[src/rtl/i2s_rx_pkg.sv]
package i2s_rx_pkg;

  typedef enum logic [1:0] {
    OM_PLAIN,
    OM_MONO,
    OM_PACK_HALF,
    OM_PACK_QTR
  } out_mode_e;

  function automatic out_mode_e pick_mode(input logic compact,
                                          input logic narrow,
                                          input logic mono);
    if (compact) return narrow ? OM_PACK_QTR : OM_PACK_HALF;
    return mono ? OM_MONO : OM_PLAIN;
  endfunction

endpackage

[src/rtl/i2s_rx_clkgen.sv]
module i2s_rx_clkgen #(
  parameter int DIV_W = 8,
  parameter int IDX_W = 5
) (
  input  logic             clk,
  input  logic             rst_n,
  input  logic             en,
  input  logic [DIV_W-1:0] div,
  input  logic [IDX_W-1:0] slot_m1,
  output logic             sck,
  output logic             ws,
  output logic             rise
);

  logic [DIV_W-1:0] div_cnt_q, div_cnt_n;
  logic [IDX_W-1:0] bit_cnt_q, bit_cnt_n;
  logic             sck_q, sck_n;
  logic             ws_q, ws_n;
  logic             tick, fall;

  always_comb begin
    tick      = en && (div_cnt_q == div);
    fall      = tick && sck_q;
    rise      = tick && !sck_q;
    div_cnt_n = div_cnt_q;
    sck_n     = sck_q;
    bit_cnt_n = bit_cnt_q;
    ws_n      = ws_q;
    if (!en) begin
      div_cnt_n = '0;
      sck_n     = 1'b0;
      bit_cnt_n = '0;
      ws_n      = 1'b0;
    end else begin
      if (tick) begin
        div_cnt_n = '0;
        sck_n     = !sck_q;
      end else begin
        div_cnt_n = div_cnt_q + 1'b1;
      end
      if (fall) begin
        if (bit_cnt_q == slot_m1) begin
          bit_cnt_n = '0;
          ws_n      = !ws_q;
        end else begin
          bit_cnt_n = bit_cnt_q + 1'b1;
        end
      end
    end
  end

  always_ff @(posedge clk or negedge rst_n) begin
    if (!rst_n) begin
      div_cnt_q <= '0;
      bit_cnt_q <= '0;
      sck_q     <= 1'b0;
      ws_q      <= 1'b0;
    end else begin
      div_cnt_q <= div_cnt_n;
      bit_cnt_q <= bit_cnt_n;
      sck_q     <= sck_n;
      ws_q      <= ws_n;
    end
  end

  assign sck = sck_q;
  assign ws  = ws_q;

endmodule

[src/rtl/i2s_rx_sync_edge.sv]
module i2s_rx_sync_edge #(
  parameter int STAGES = 2
) (
  input  logic clk,
  input  logic rst_n,
  input  logic master,
  input  logic int_rise,
  input  logic int_ws,
  input  logic ext_sck,
  input  logic ext_ws,
  input  logic ext_sd,
  output logic bit_stb,
  output logic bit_ws,
  output logic bit_sd
);

  localparam int LAST = STAGES - 1;

  logic [STAGES-1:0] sck_c, ws_c, sd_c;
  logic              sck_d;
  logic              sd_q;

  always_ff @(posedge clk or negedge rst_n) begin
    if (!rst_n) begin
      sck_c <= '0;
      ws_c  <= '0;
      sd_c  <= '0;
      sck_d <= 1'b0;
      sd_q  <= 1'b0;
    end else begin
      sck_c[0] <= ext_sck;
      ws_c[0]  <= ext_ws;
      sd_c[0]  <= ext_sd;
      sck_d    <= sck_c[LAST];
      sd_q     <= ext_sd;
    end
  end

  for (genvar g = 1; g < STAGES; g++) begin : g_chain
    always_ff @(posedge clk or negedge rst_n) begin
      if (!rst_n) begin
        sck_c[g] <= 1'b0;
        ws_c[g]  <= 1'b0;
        sd_c[g]  <= 1'b0;
      end else begin
        sck_c[g] <= sck_c[g-1];
        ws_c[g]  <= ws_c[g-1];
        sd_c[g]  <= sd_c[g-1];
      end
    end
  end

  always_comb begin
    if (master) begin
      bit_stb = int_rise;
      bit_ws  = int_ws;
      bit_sd  = sd_q;
    end else begin
      bit_stb = sck_c[LAST] && !sck_d;
      bit_ws  = ws_c[LAST];
      bit_sd  = sd_c[LAST];
    end
  end

endmodule

[src/rtl/i2s_rx_deser.sv]
module i2s_rx_deser #(
  parameter int WORD_W = 32,
  parameter int IDX_W  = 5
) (
  input  logic              clk,
  input  logic              rst_n,
  input  logic              stb,
  input  logic              ws,
  input  logic              sd,
  input  logic [IDX_W-1:0]  sample_m1,
  output logic              done,
  output logic              done_ws,
  output logic [WORD_W-1:0] done_word
);

  localparam logic [IDX_W-1:0] TOP_IDX = IDX_W'(WORD_W - 1);
  localparam logic [IDX_W:0]   SAT     = (IDX_W+1)'(WORD_W);

  logic              seen_q, seen_n, armed_q, armed_n, ws_prev_q, ws_prev_n;
  logic [IDX_W:0]    idx_q, idx_n;
  logic [WORD_W-1:0] acc_q, acc_n, acc_with;
  logic              done_q, done_n, dws_q, dws_n;
  logic [WORD_W-1:0] word_q, word_n;
  logic              take;

  always_comb begin
    take     = ({1'b0, sample_m1} >= idx_q) && (idx_q < SAT);
    acc_with = acc_q;
    if (take) acc_with[TOP_IDX - idx_q[IDX_W-1:0]] = sd;

    seen_n    = seen_q;
    armed_n   = armed_q;
    ws_prev_n = ws_prev_q;
    idx_n     = idx_q;
    acc_n     = acc_q;
    done_n    = 1'b0;
    dws_n     = dws_q;
    word_n    = word_q;
    if (stb) begin
      if (!seen_q) begin
        seen_n    = 1'b1;
        ws_prev_n = ws;
      end else if (ws != ws_prev_q) begin
        if (armed_q) begin
          done_n = 1'b1;
          dws_n  = ws_prev_q;
          word_n = acc_with;
        end
        ws_prev_n = ws;
        armed_n   = 1'b1;
        idx_n     = '0;
        acc_n     = '0;
      end else if (armed_q) begin
        acc_n = acc_with;
        if (idx_q < SAT) idx_n = idx_q + 1'b1;
      end
    end
  end

  always_ff @(posedge clk or negedge rst_n) begin
    if (!rst_n) begin
      seen_q    <= 1'b0;
      armed_q   <= 1'b0;
      ws_prev_q <= 1'b0;
      idx_q     <= '0;
      acc_q     <= '0;
      done_q    <= 1'b0;
      dws_q     <= 1'b0;
      word_q    <= '0;
    end else begin
      seen_q    <= seen_n;
      armed_q   <= armed_n;
      ws_prev_q <= ws_prev_n;
      idx_q     <= idx_n;
      acc_q     <= acc_n;
      done_q    <= done_n;
      dws_q     <= dws_n;
      word_q    <= word_n;
    end
  end

  assign done      = done_q;
  assign done_ws   = dws_q;
  assign done_word = word_q;

endmodule

[src/rtl/i2s_rx_core.sv]
module i2s_rx_core #(
  parameter int WORD_W      = 32,
  parameter int DIV_W       = 8,
  parameter int SYNC_STAGES = 2
) (
  input  logic                        clk,
  input  logic                        rst_n,
  input  logic                        cfg_master,
  input  logic                        cfg_ws_pol,
  input  logic                        cfg_mono,
  input  logic                        cfg_compact,
  input  logic                        cfg_compact8,
  input  logic [$clog2(WORD_W)-1:0]   cfg_sample_m1,
  input  logic [$clog2(WORD_W)-1:0]   cfg_slot_m1,
  input  logic [DIV_W-1:0]            cfg_clk_div,
  input  logic                        sck_in,
  input  logic                        ws_in,
  input  logic                        sd_in,
  output logic                        sck_out,
  output logic                        ws_out,
  output logic                        wr_valid,
  output logic [WORD_W-1:0]           wr_data,
  input  logic                        wr_ready,
  input  logic                        ovf_clr,
  output logic                        ovf_flag
);
  import i2s_rx_pkg::*;

  localparam int IDX_W = $clog2(WORD_W);
  localparam int HALF  = WORD_W / 2;
  localparam int QTR   = WORD_W / 4;

  logic [1:0] rst_pipe;
  logic       rst_int_n;

  always_ff @(posedge clk or negedge rst_n) begin
    if (!rst_n) rst_pipe <= '0;
    else        rst_pipe <= {rst_pipe[0], 1'b1};
  end
  assign rst_int_n = rst_pipe[1];

  logic              gen_rise, stb, b_ws, b_sd;
  logic              d_done, d_ws;
  logic [WORD_W-1:0] d_word;

  i2s_rx_clkgen #(.DIV_W(DIV_W), .IDX_W(IDX_W)) u_clkgen (
    .clk(clk), .rst_n(rst_int_n), .en(cfg_master), .div(cfg_clk_div),
    .slot_m1(cfg_slot_m1), .sck(sck_out), .ws(ws_out), .rise(gen_rise)
  );

  i2s_rx_sync_edge #(.STAGES(SYNC_STAGES)) u_sync (
    .clk(clk), .rst_n(rst_int_n), .master(cfg_master), .int_rise(gen_rise),
    .int_ws(ws_out), .ext_sck(sck_in), .ext_ws(ws_in), .ext_sd(sd_in),
    .bit_stb(stb), .bit_ws(b_ws), .bit_sd(b_sd)
  );

  i2s_rx_deser #(.WORD_W(WORD_W), .IDX_W(IDX_W)) u_deser (
    .clk(clk), .rst_n(rst_int_n), .stb(stb), .ws(b_ws), .sd(b_sd),
    .sample_m1(cfg_sample_m1), .done(d_done), .done_ws(d_ws), .done_word(d_word)
  );

  out_mode_e         mode;
  logic              is_left, emit;
  logic [WORD_W-1:0] emit_data;
  logic [HALF-1:0]   held_q, held_n;
  logic              held_v_q, held_v_n;
  logic              valid_q, valid_n, ovf_q, ovf_n;
  logic [WORD_W-1:0] data_q, data_n;

  always_comb begin
    mode      = pick_mode(cfg_compact, cfg_compact8, cfg_mono);
    is_left   = d_ws ^ cfg_ws_pol;
    emit      = 1'b0;
    emit_data = d_word;
    held_n    = held_q;
    held_v_n  = cfg_compact ? held_v_q : 1'b0;
    if (d_done) begin
      unique case (mode)
        OM_PLAIN: emit = 1'b1;
        OM_MONO:  emit = (d_ws == cfg_ws_pol);
        default: begin
          if (is_left) begin
            held_n   = d_word[WORD_W-1 -: HALF];
            held_v_n = 1'b1;
          end else if (held_v_q) begin
            emit     = 1'b1;
            held_v_n = 1'b0;
            if (mode == OM_PACK_HALF)
              emit_data = {held_q, d_word[WORD_W-1 -: HALF]};
            else
              emit_data = {{HALF{1'b0}}, held_q[HALF-1 -: QTR], d_word[WORD_W-1 -: QTR]};
          end
        end
      endcase
    end
    valid_n = emit;
    data_n  = emit ? emit_data : data_q;
    if (valid_q && !wr_ready) ovf_n = 1'b1;
    else if (ovf_clr)         ovf_n = 1'b0;
    else                      ovf_n = ovf_q;
  end

  always_ff @(posedge clk or negedge rst_int_n) begin
    if (!rst_int_n) begin
      held_q   <= '0;
      held_v_q <= 1'b0;
      valid_q  <= 1'b0;
      data_q   <= '0;
      ovf_q    <= 1'b0;
    end else begin
      held_q   <= held_n;
      held_v_q <= held_v_n;
      valid_q  <= valid_n;
      data_q   <= data_n;
      ovf_q    <= ovf_n;
    end
  end

  assign wr_valid = valid_q;
  assign wr_data  = data_q;
  assign ovf_flag = ovf_q;

endmodule

[config.mk]
export PLATFORM = sky130hd
export DESIGN_NAME = i2s_rx_core
export DESIGN_NICKNAME = d
export VERILOG_FILES = /design/src/rtl/i2s_rx_pkg.sv /design/src/rtl/i2s_rx_clkgen.sv /design/src/rtl/i2s_rx_sync_edge.sv /design/src/rtl/i2s_rx_deser.sv /design/src/rtl/i2s_rx_core.sv
export SDC_FILE = /design/constraint.sdc
export NUM_CORES = 1
export LEC_CHECK = 0
export BUFFER_PORTS_ARGS = -buffer_cell sky130_fd_sc_hd__buf_2
export CAP_MARGIN = 20
export CORE_MARGIN = 8
export CORE_UTILIZATION = 60
export CTS_BUF_LIST = sky130_fd_sc_hd__clkbuf_2 sky130_fd_sc_hd__clkbuf_4 sky130_fd_sc_hd__clkbuf_8
export DETAILED_ROUTE_END_ITERATION = 16
export GPL_TIMING_DRIVEN = 0
export PLACE_DENSITY_LB_ADDON = 0.2
export SLEW_MARGIN = 40
export SYNTH_ARGS = -nofsm -noshare
export SYNTH_HDL_FRONTEND = slang
export SYNTH_SLANG_ARGS = --single-unit
[constraint.sdc]
create_clock -name clk -period 10.7 [get_ports clk]
set_input_delay 1.605 -clock clk [delete_from_list [all_inputs] [get_ports clk]]
set_output_delay 1.605 -clock clk [all_outputs]
set_load 0.02 [all_outputs]
-- Yosys cells after proc, flatten, opt, wreduce, memory -nomap -nowiden
Index checks and enable logic that the tools add are counted.
- flip-flop bits (word level): 150
- output and inout port bits: 36
- word-level logic and storage cells: 117
- $add $sub $neg: 4
- magnitude comparators: 4
- equality and inequality tests: 10
- muxes and demuxes: 49
- bitwise gates (word level): 2
- reduce and logical (&&, ||, !) cells: 23
- operators by type and width (cell ; number):
    2-to-1 mux 32 bit ; 8
    bitwise mux 32 bit ; 1
    2-to-1 mux 1 bit ; 28
    2-to-1 mux 6 bit ; 3
    2-to-1 mux 8 bit ; 2
    2-to-1 mux 5 bit ; 3
    AND reduction 3 bit ; 3
    adder 8 x 1 -> 8 bit (second input constant) ; 1
    == test 8 bit ; 1
    AND reduction 4 bit ; 2
    logical AND 1 bit ; 7
    adder 6 x 1 -> 6 bit (second input constant) ; 1
    greater-or-equal comparator 5 x 6 -> 1 bit ; 1
    less-than comparator 5 x 6 -> 1 bit (second input constant) ; 1
    less-than comparator 6 bit (second input constant) ; 1
    inequality test 2 x 1 -> 1 bit (second input constant) ; 3
    nonzero test 2 bit ; 3
    adder 5 x 1 -> 5 bit (second input constant) ; 1
    demux 1 bit (select 5 bit) ; 1
    == test 5 bit ; 1
    greater-or-equal comparator 5 x 1 -> 1 bit (second input constant) ; 1
    subtractor 5 bit (first input constant) ; 1
    logical NOT 1 bit ; 4
    2-to-1 mux 2 bit ; 2
    other kinds (11) ; 12

-- Longest topological paths before layout
Gate-level depths: netlist of run 1.
- depth in word-level cells: 9
- depth in mapped cells: 9
- mapped depth without buffers: 8

-- Cells and area by module
From an unflattened synthesis of run 1, not the netlist that was laid out.
- cell total of the unflattened synthesis: 766
- area, all modules: 7886.3 um^2
- modules (own cells, without submodules) (module ; times used ; cells an instance ; area each (um^2)):
    i2s_rx_deser ; 1 ; 431 ; 4127.7
    i2s_rx_core ; 1 ; 232 ; 2660.1
    i2s_rx_clkgen ; 1 ; 91 ; 885.8
    i2s_rx_sync_edge ; 1 ; 12 ; 212.7

-- Least setup slack after synthesis of run 1
OpenSTA, ideal clock, no wires.
- kind: input to register
- start: in cfg_sample_m1[0]
- end: reg u_deser.word_q[3] (netlist: u_deser.done_word[3])
- arrival: 3.192 ns
- required time: 10.565 ns
- path slack: 7.373 ns
- cell stages on the path: 9
- path buffers: 1
- path through: inv_1 > ha_1 > nand2b_1 > a31oi_1 > o31ai_1 > clkbuf_1 > and3_1 > mux2i_1 > o21ai_0
- longest elaborated chain between the ends: 3
- ends and longest elaborated chain (element ; line ; RTL):
    from (decl) ; i2s_rx_core.sv:13 ; input logic [$clog2(WORD_W)-1:0] cfg_sample_m1,
    greater-or-equal comparator 5 x 6 -> 1 bit ; i2s_rx_deser.sv:27 ; take = ({1'b0, sample_m1} >= idx_q) && (idx_q < SAT);
    logical AND 1 bit ; i2s_rx_deser.sv:27 ;
    2-to-1 mux 32 bit ; i2s_rx_deser.sv:29 ; if (take) acc_with[TOP_IDX - idx_q[IDX_W-1:0]] = sd;
    to (signal assigned) ; i2s_rx_deser.sv:78 ; word_q <= word_n;
    to (decl) ; i2s_rx_deser.sv:23 ; logic [WORD_W-1:0] word_q, word_n;
No other way between the ends.
A chain may end at the register's enable or synchronous reset.

-- Final worst setup path of run 1
- start: in cfg_sample_m1[2]
- end: reg u_deser.word_q[3] (netlist: u_deser.done_word[3])
The elaborated chain is that of the path after synthesis.

==> flow_summary_export.csv, run 1 <==
group,metric,value,unit
clock_tree,cts_sinks,150,
setup_path,cp.required,11030,ps
power_and_ir_drop,intPower,0.001094,W
placed_design,preCtsSetupSlack,6817,ps
timing,worst_slack,7204,ps
final_layout,fillers,928,
timing,rsz0062_at_grt,"false",
setup_path,r2r_setup_slack,7810,ps
routing,wire_per_inst,16.64,microns
yosys,syn_area_per_cell,9.723,sq um
yosys,synthCells,739,
setup_path,crit_arrival,3820,ps
clock_tree,h-tree-depth,4,
floorplan,start_util,60.58,%
final_layout,layout_common_cells,"dfrtp_1, o21ai_0, nand2_1",
final_layout,syn2layout_area_growth,13.58,%
clock_tree,cts_setup_buffers,0,
timing,max_freq,286.0,MHz
power_and_ir_drop,comb_power_share,25.0,%
floorplan,rows,40,
global_route,grt_pass1_wl,27250,microns
power_and_ir_drop,power.density,204.9,nW/um^2
final_layout,final_common_cell,"dfrtp_1",
setup_path,crit_fanout,10,
routing,vias_per_cell,5.780,
placed_design,dp.cells,953,
clock_tree,cts-root-buf,"clkbuf_8",
placed_design,dp_hpwl,12180,microns
floorplan,dieArea,15730,sq um
setup_path,crit_slowest_cell,"o31ai_1",
global_route,grt_max_degree,47,
routing,drt_iter0_markers,421,
clock_tree,clk_pin_slew,80,ps
yosys,synth_seq_cells,150,
yosys,syn_nets,780,
global_route,grt.overflow.total,0,
yosys,synth_top_area_cell,"dfrtp_1",
timing,fin_worst_skew,11.80,ps
placed_design,placed_area,7754,sq um
setup_path,rr_startpoint,"u_deser.idx_q[2]$_DFFE_PN0P_",
global_route,gr-usage-all-layers,21.25,%
timing,final.setup.tns,0,ps
power_and_ir_drop,vdd_drop_max,0.0001177,V
clock_tree,ctsHoldBuffers,0,
floorplan,die_width,125.4,microns
clock_tree,cts-resized-gates,0,
job,maxCapViolations,0,
setup_path,r2r-end,"u_deser.done_word[3]$_DFFE_PN0P_",
power_and_ir_drop,switching_share,34.57,%
setup_path,crit_chain,"buf_2, ha_1, a21o_1, a31oi_1, o31ai_1, clkbuf_1, and3_1, mux2i_1, o21ai_0",
final_layout,layout.cells.non_filler,985,
yosys,synth_area,7186,sq um
timing,maxSlewViolCount,0,
timing,maxSlewHeadroom,55.88,%
power_and_ir_drop,clkPwrFrac,26.5,%
floorplan,core,11860,sq um
final_layout,diodes,0,
yosys,synth_top_area_share,52.24,%
setup_path,cp-startpoint,"cfg_sample_m1[2]",
power_and_ir_drop,power.leakage,3.903,nW
setup_path,path_class,"in -> reg",
routing,detail-route-antenna-nets,0,
routing,wirelength,16390,microns
final_layout,fin_area,8162,sq um
setup_path,slowest_delay,580,ps
placed_design,port_buffers,64,
clock_tree,clock_path_buffers,2,
outcome,status,"finished clean",
floorplan,io_pins,66,
placed_design,gp_congestion,0.8810,
yosys,synth.distinct_cells,37,
routing,first_pass_iters,6,
yosys,yosys_warnings,0,
final_layout,nets,866,
setup_path,end_kind,"register",
timing,tightest_slew,656.1,ps
power_and_ir_drop,p_switching,0.0005782,W
clock_tree,tritoncts.num_buffers,17,
clock_tree,clock_latency,460,ps
timing,hold-worst-slack,240.1,ps
timing,period_minus_slack,3496,ps
routing,vias,5693,
global_route,grt_pass1_vias,5639,
setup_path,reg2reg_depth,9,
floorplan,die_h,125.4,microns
global_route,antenna_found_initial,0,
min_path,hold_class,"reg -> async",
final_layout,final_layout_size_suffix_gt1_share,15.75,%
power_and_ir_drop,seq_power_share,48.5,%
yosys,seq_area_frac_synth,52.24,%
setup_path,setup.worst_path.end,"u_deser.done_word[3]$_DFFE_PN0P_",
yosys,synth.area.top_cells,"dfrtp_1, mux2i_1, o21ai_0",
clock_tree,tritoncts,"yes",
routing,drc,0,
setup_path,start_kind,"primary input",
timing,setup_violations,0,
timing,final-hold-violation-count,0,
timing,post-route-period-util,32.67,%
[worst min-delay path by stage]
stage          slack (ps)                            end                startpoint  cells after the start
3_5_place_dp          240  u_deser.acc_q[15]$_DFFE_PN0P_     rst_pipe[1]$_DFF_PN0_                      0
5_1_grt               270  u_deser.acc_q[15]$_DFFE_PN0P_     rst_pipe[1]$_DFF_PN0_                      0
4_1_cts               250  u_deser.acc_q[15]$_DFFE_PN0P_     rst_pipe[1]$_DFF_PN0_                      0
3_3_place_gp          330       u_sync.ws_c[1]$_DFF_PN0_  u_sync.ws_c[0]$_DFF_PN0_                      0
2_1_floorplan         330          rst_pipe[1]$_DFF_PN0_     rst_pipe[0]$_DFF_PN0_                      0
6_report              240  u_deser.acc_q[15]$_DFFE_PN0P_     rst_pipe[1]$_DFF_PN0_                      0
[power by group through the flow]
stage	Clock, W	Sequential, W	Combinational [W]
6_report	0.000442	0.000811	0.000419
4_1_cts	0.000446	0.000810	0.000422
2_1_floorplan	0	0.000846	0.000232
5_1_grt	0.000467	0.000828	0.000471
3_5_place_dp	0	0.000821	0.000418
3_3_place_gp	0	0.000818	0.000395
[kinds of logic (layout without fill, tap and decap cells)]
group,after synthesis,count (layout),share of synthesized area [%]
AO/OA/AOI/OAI,185,185,14.09
XOR/XNOR,24,24,2.925
adder cells (fa/ha/maj),11,11,1.915
buffers and inverters,89,188,4.910
flip-flops,150,150,52.24
multiplexers,71,71,10.22
other,1,1,0.05219
AND/OR/NAND/NOR,208,208,13.65
[Yosys cell counts]
cell / n
or4_1: 1
nand2b_1: 6
or4b_2: 2
o41ai_4: 1
buf_1: 2
and3_1: 23
and2_1: 2
inv_1: 43
and4_1: 1
nor2_1: 34
nand4_1: 6
mux2i_1: 52
xnor2_1: 17
nand3_2: 1
a21o_1: 1
o21ai_0: 77
or2_2: 3
dfrtp_1: 150
or3_1: 1
nand2_1: 76
buf_6: 1
buf_4: 2
mux2_2: 19
nor3_1: 7
ha_1: 11
buf_2: 3
o31ai_1: 2
xor2_1: 7
a21boi_0: 1
nand3_1: 41
nor2b_1: 4
a22o_1: 3
clkbuf_1: 38
a31oi_1: 3
a21oi_1: 66
conb_1: 1
o22ai_1: 31
[worst max-delay path, delay by kind of cell]
family / cells / cell delay, ps
and+or+nand+nor: 1 / 290
AOI/OAI and AO/OA: 4 / 850
muxes: 1 / 290
buffers and inverters: 2 / 500
adders and majority gates: 1 / 290
[per-layer routing]
layer  vias to the layer above  share of wire [%]  GRT usage, %
met5                         -                  0             0
met4                         0                2.3         9.026
met3                        31                4.6         5.312
met2                       161                 48         34.17
met1                      2761                 45         26.79
li1                       2740                  -             -
[sequential cells by signal (all words and copies together) (netlist names), 5 cells and up]
name,flops
held_q,16
u_clkgen.bit_cnt_q,5
u_clkgen.div_cnt_q,8
u_deser.acc_q,32
u_deser.idx_q,6
u_deser.done_word,32
wr_data,32
[stage by stage]
stage / total power [W] / utilization, %
after global routing: 0.001766 / 68.81
after detailed placement: 0.001239 / 65.37
after floorplan: 0.001077 / -
final: 0.001672 / 68.81
after global placement: 0.001213 / 64.83
after CTS: 0.001678 / 68.81
[layout make-up]
class                           count  area (sq um)  area share, %
Sequential cell                   150          3757          46.04
Multi-Input combinational cell    500          3079          37.73
Timing Repair Buffer               67         380.4          4.660
Clock buffer                       23         310.3          3.802
Buffer                             46         191.4          2.346
Tap cell                          147         183.9          2.254
Inverter                           43         161.4          1.978
Clock inverter                      9         97.59          1.196
No activity file was read; power rests on OpenSTA's default activity.
==> run 2: changes to the inputs <==
Settings changed: ABC_AREA set to 1.
Clock period 10.7 ns to 3.4 ns, I/O delays scaled along.
==> flow_summary_export.csv, run 2 <==
group,metric,value,unit
outcome,status,"finished clean",
timing,post-route-period-util,74.75,%
setup_path,r2r_setup_slack,860,ps
global_route,grt_pass1_wl,34130,microns
timing,maxSlewViolCount,0,
global_route,grt_pass1_vias,7068,
routing,first_pass_iters,5,
routing,wire_per_inst,14.39,microns
final_layout,layout.cells.non_filler,1396,
timing,period_minus_slack,2542,ps
final_layout,seqCellArea,3757,sq um
power_and_ir_drop,power.leakage,4.831,nW
floorplan,die_h,132.7,microns
min_path,hold_start,"ws_in",
final_layout,fillers,1113,
floorplan,core,13300,sq um
yosys,synth_top_area_cell,"dfrtp_1",
min_path,hold_path_end,"u_sync.ws_c[0]$_DFF_PN0_",
clock_tree,cts_sinks,150,
job,maxCapViolations,0,
setup_path,end_kind,"register",
timing,final-hold-violation-count,0,
global_route,grt.overflow.total,0,
power_and_ir_drop,vdd_drop_max,0.0005096,V
placed_design,dp.cells,1363,
power_and_ir_drop,power.density,435.9,nW/um^2
yosys,synthTopCellsByCount,"nand2_1, dfrtp_1, o21ai_0, inv_1, nand3_1",
setup_path,cp.required,3810,ps
yosys,async_reset_ff_share,100.0,%
min_path,hold_class,"in -> reg",
floorplan,die_width,132.7,microns
placed_design,placed_area,8783,sq um
yosys,yosys_warnings,0,
global_route,antenna_found_initial,0,
placed_design,port_buffers,65,
timing,maxSlewHeadroom,61.91,%
clock_tree,clock_latency,470,ps
setup_path,crit_arrival,2950,ps
yosys,synth_area,8174,sq um
yosys,syn_nets,1160,
clock_tree,cts-root-buf,"clkbuf_8",
final_layout,layout_common_cells,"nand2_1, dfrtp_1, o21ai_0",
setup_path,reg2reg_depth,11,
final_layout,diodes,0,
min_path,min_delay_path_depth,1,
final_layout,fin_area,9173,sq um
final_layout,nets,1248,
setup_path,path_class,"reg -> reg",
yosys,synth_most_common_cell,"nand2_1",
yosys,seq_area_frac_synth,45.92,%
routing,vias_per_cell,5.418,
routing,vias,7564,
yosys,synth_flop_cell,"dfrtp_1",
clock_tree,tritoncts,"yes",
clock_tree,clk_pin_slew,80,ps
clock_tree,h-tree-depth,4,
setup_path,crit_fanout,10,
timing,tightest_slew,571.4,ps
final_layout,final_layout_size_suffix_gt1_share,13.20,%
final_layout,syn2layout_area_growth,12.21,%
routing,drc,0,
yosys,synth_top_area_share,45.92,%
final_layout,final_core_util,68.99,%
clock_tree,clock_path_buffers,2,
yosys,synth.area.top_cells,"dfrtp_1, nand2_1, o21ai_0",
clock_tree,cts-resized-gates,0,
yosys,synth_edf_count,0,
final_layout,multi_input_area,3800,sq um
placed_design,dp_hpwl,14590,microns
timing,fin_worst_skew,10.78,ps
timing,setup_violations,0,
routing,drt_iter0_markers,678,
floorplan,io_pins,66,
routing,wirelength,20090,microns
routing,detail-route-antenna-nets,0,
yosys,synth.distinct_cells,35,
final_layout,final_common_cell,"nand2_1",
floorplan,start_util,61.48,%
yosys,synthCells,1119,
power_and_ir_drop,total_power,0.003999,W
yosys,synth_seq_cells,150,
placed_design,gp_congestion,0.9239,
yosys,syn_area_per_cell,7.305,sq um
timing,rsz0062_at_grt,"false",
floorplan,dieArea,17610,sq um
setup_path,r2r-end,"u_deser.acc_q[13]$_DFFE_PN0P_",
clock_tree,tritoncts.num_buffers,17,
floorplan,rows,42,
setup_path,start_kind,"register",
setup_path,rr_startpoint,"u_deser.idx_q[3]$_DFFE_PN0P_",
timing,max_freq,393.5,MHz
timing,final.setup.tns,0,ps
global_route,gr-usage-all-layers,23.67,%
global_route,grt_max_degree,43,
[run 2: cell types whose count changed in the layout (fill, tap and decap cells not counted), moves of 30 or more]
cell	delta
inv_1	+30
mux2i_1	-52
a21oi_1	-32
nand2_1	+410
o22ai_1	-30
o21ai_0	+35
nand4_1	+44
[run 2: area by class of cell]
type	instances	area share [%]
plain buffers	60	3.342
clock buffers	24	3.328
clock inverters	8	0.8048
inverters	83	3.424
multi-input cells	826	41.43
flip-flops and latches	150	40.96
well taps	176	2.401
repair buffers	69	4.310
[run 2: worst max path at each step]
| stage | startpoint | to | slack (ps) | depth (start not counted) |
|---|---|---|---|---|
| 2_1_floorplan | rst_pipe[1]$_DFF_PN0_ | held_q[0]$_DFFE_PN0P_ | 910 | 0 |
| 3_3_place_gp | rst_pipe[1]$_DFF_PN0_ | wr_data[22]$_DFFE_PN0P_ | -1 | 0 |
| 3_5_place_dp | u_deser.idx_q[3]$_DFFE_PN0P_ | u_deser.acc_q[13]$_DFFE_PN0P_ | 940 | 11 |
| 4_1_cts | u_deser.idx_q[3]$_DFFE_PN0P_ | u_deser.acc_q[13]$_DFFE_PN0P_ | 920 | 11 |
| 5_1_grt | u_deser.idx_q[3]$_DFFE_PN0P_ | u_deser.acc_q[19]$_DFFE_PN0P_ | 650 | 11 |
| 6_report | u_deser.idx_q[3]$_DFFE_PN0P_ | u_deser.acc_q[13]$_DFFE_PN0P_ | 860 | 11 |
[run 2: metal layers]
| layer | up-vias | part of all wire, % | global-route usage (%) |
|---|---|---|---|
| met5 | - | 0 | 0 |
| met4 | 0 | 3.3 | 11.61 |
| met3 | 65 | 7.3 | 6.927 |
| met2 | 303 | 46 | 36.36 |
| met1 | 3423 | 44 | 30.01 |
| li1 | 3773 | - | - |
[run 2: cell families after synthesis]
| family | count (synthesis) | synth area share, % |
|---|---|---|
| AND/OR/NAND/NOR | 634 | 32.53 |
| flip-flops | 150 | 45.92 |
| buffers and inverters | 143 | 7.592 |
| other | 1 | 0.04588 |
| AO/OA/AOI/OAI | 161 | 10.19 |
| XOR/XNOR | 19 | 2.036 |
| adder cells (fa/ha/maj) | 11 | 1.684 |
[run 2: metrics by stage]
stage / hold WS [ps] / worst slack [ps]
6_report: 147.1 / 858.4
5_1_grt: 116.0 / 649.1
4_1_cts: 122.4 / 915.4
3_5_place_dp: 276.9 / 943.3
3_3_place_gp: 296.1 / -1.030
2_1_floorplan: 214.4 / 912.7
[run 2: worst max-delay path, cell delays in order, from the launching register on]
cell and delay [ps]:
dfrtp_1 470, clkinv_1 310, ha_1 400, nand2_1 60, nor2_1 120, nand3_1 240, nand3_1 270, buf_2 250
nand2_1 110, a21oi_1 140, nand2_1 60, nand2_1 50
[run 2: what timing repair did]
action                                 CTS  global route
setup buffers                            0             0
endpoints found under the hold margin    2             0
hold buffers                             1             0
[run 2: report_power, final]
part	internal (W)	leakage, nW	total [W]	switching, W
Sequential	0.00186	2.05	0.00195	0.0000862
Clock	0.000664	0.196	0.00132	0.000655
Combinational	0.000207	2.59	0.000728	0.000521
==> run 3: changes to the inputs <==
Settings changed: CORE_UTILIZATION 60 to 56.
Clock period 3.4 ns to 2.2 ns, I/O delays scaled along.
==> flow_summary_export.csv, run 3 (same netlist as run 2, synthesis figures left out) <==
group,metric,value,unit
outcome,status,"finished clean",
final_layout,final_layout_size_suffix_gt1_share,14.32,%
final_layout,syn2layout_area_growth,13.64,%
clock_tree,h-tree-depth,4,
routing,vias_per_cell,5.382,
final_layout,diodes,0,
clock_tree,clk_pin_slew,90,ps
timing,rsz0062_at_grt,"true",
power_and_ir_drop,power.leakage,4.876,nW
timing,period_minus_slack,2074,ps
routing,wirelength,20730,microns
clock_tree,tritoncts,"yes",
final_layout,nets,1250,
placed_design,gp_congestion,0.9288,
floorplan,dieArea,18720,sq um
routing,drt_iter0_markers,805,
routing,wire_per_inst,14.75,microns
floorplan,io_pins,66,
timing,max_freq,482.3,MHz
placed_design,dp_hpwl,14950,microns
setup_path,end_kind,"register",
power_and_ir_drop,vdd_drop_max,0.0007664,V
routing,detail-route-antenna-nets,0,
routing,first_pass_iters,6,
timing,tightest_slew,551.8,ps
setup_path,cp.required,2550,ps
clock_tree,cts_sinks,150,
clock_tree,cts-root-buf,"clkbuf_8",
routing,vias,7567,
timing,final-hold-violation-count,0,
setup_path,start_kind,"register",
timing,final.setup.tns,0,ps
power_and_ir_drop,power.density,682.3,nW/um^2
global_route,grt.overflow.total,0,
final_layout,layout_common_cells,"nand2_1, dfrtp_1, o21ai_0",
timing,maxSlewViolCount,0,
global_route,grt_pass1_wl,35270,microns
timing,setup_violations,0,
final_layout,final_common_cell,"nand2_1",
routing,drc,0,
global_route,gr-usage-all-layers,23.57,%
global_route,antenna_found_initial,0,
setup_path,crit_fanout,9,
clock_tree,clock_path_buffers,2,
timing,post-route-period-util,94.26,%
setup_path,path_class,"reg -> reg",
timing,fin_worst_skew,13.09,ps
global_route,grt_pass1_vias,7240,
clock_tree,tritoncts.num_buffers,17,
clock_tree,clock_latency,470,ps
job,maxCapViolations,0,
floorplan,start_util,56.67,%
floorplan,die_width,136.8,microns
timing,hold-worst-slack,40.78,ps
floorplan,rows,44,
timing,maxSlewHeadroom,63.22,%
min_path,hold_class,"in -> reg",
global_route,grt_max_degree,43,
placed_design,port_buffers,65,
floorplan,core,14420,sq um
floorplan,die_h,136.8,microns
setup_path,crit_arrival,2430,ps
==> run 3: final cells by class <==
type,instances,area [sq um]
multi-input combinational,826,3829
tap,184,230.2
timing repair buffer,74,440.4
fill,1341,5135
clock inverter,13,142.6
buffer,57,315.3
inverter,83,316.6
sequential,150,3760
clock buffer,19,255.2
==> run 3: worst paths after layout <==
check / slack [ps] / start / depth (start not counted) / end
setup reg to reg: 130 / u_deser.idx_q[1]$_DFFE_PN0P_ / 10 / u_deser.acc_q[22]$_DFFE_PN0P_
max in group asynchronous: 1130 / rst_pipe[1]$_DFF_PN0_ / 2 / wr_data[16]$_DFFE_PN0P_
setup / recovery: 130 / u_deser.idx_q[1]$_DFFE_PN0P_ / 10 / u_deser.acc_q[22]$_DFFE_PN0P_
min in group asynchronous: 160 / rst_n / 2 / rst_pipe[0]$_DFF_PN0_
hold reg to reg: 260 / rst_pipe[1]$_DFF_PN0_ / 0 / u_deser.acc_q[11]$_DFFE_PN0P_
hold / removal: 40 / ovf_clr / 2 / ovf_flag$_DFFE_PN0P_
==> run 3: what timing repair did <==
action                                 CTS  global route
resized for setup                        6            22
setup endpoints to repair               64            63
hold buffers                             4             0
setup buffers                            0             2
pin swaps                                0             3
endpoints found under the hold margin    5             0
==> run 3: through the flow <==
| stage | cell area [sq um] | cells | utilization (%) | setup slack, ps | total power (W) |
|---|---|---|---|---|---|
| after global placement | 8733 | 1368 | 60.55 | -335.7 | 0.004138 |
| after floorplan | 8178 | 1119 | - | 263.0 | 0.003802 |
| after global routing | 9289 | 1406 | 64.40 | -9.497 | 0.006668 |
| final | 9289 | 1406 | 64.40 | 126.4 | 0.006337 |
| after detailed placement | 8793 | 1371 | 60.96 | -310.2 | 0.004174 |
| after CTS | 9243 | 1406 | 64.08 | 24.19 | 0.006343 |
==> run 3: worst max-delay path, cell delays in order, from the launching register on <==
cell	delay (ps)
dfrtp_1	430
inv_1	120
ha_1	150
clkbuf_1	380
inv_1	280
o21ai_0	230
nand2_1	80
nand2_1	90
a21oi_1	60
nand2_1	80
nand2_1	60
==> run 3: per-layer routing <==
layer | routed length (microns) | global-route usage [%]
met1 | 9035 | 30.97
met2 | 9534 | 37.16
met3 | 1513 | 4.883
met4 | 649 | 10.08
met5 | 0 | 0
==> run 3: where the power goes <==
group	internal, W	switching [W]	leakage, nW
clock network	0.00106	0.00111	0.206
logic	0.000342	0.000806	2.62
registers	0.00288	0.000137	2.05
total	0.00429	0.00205	4.88
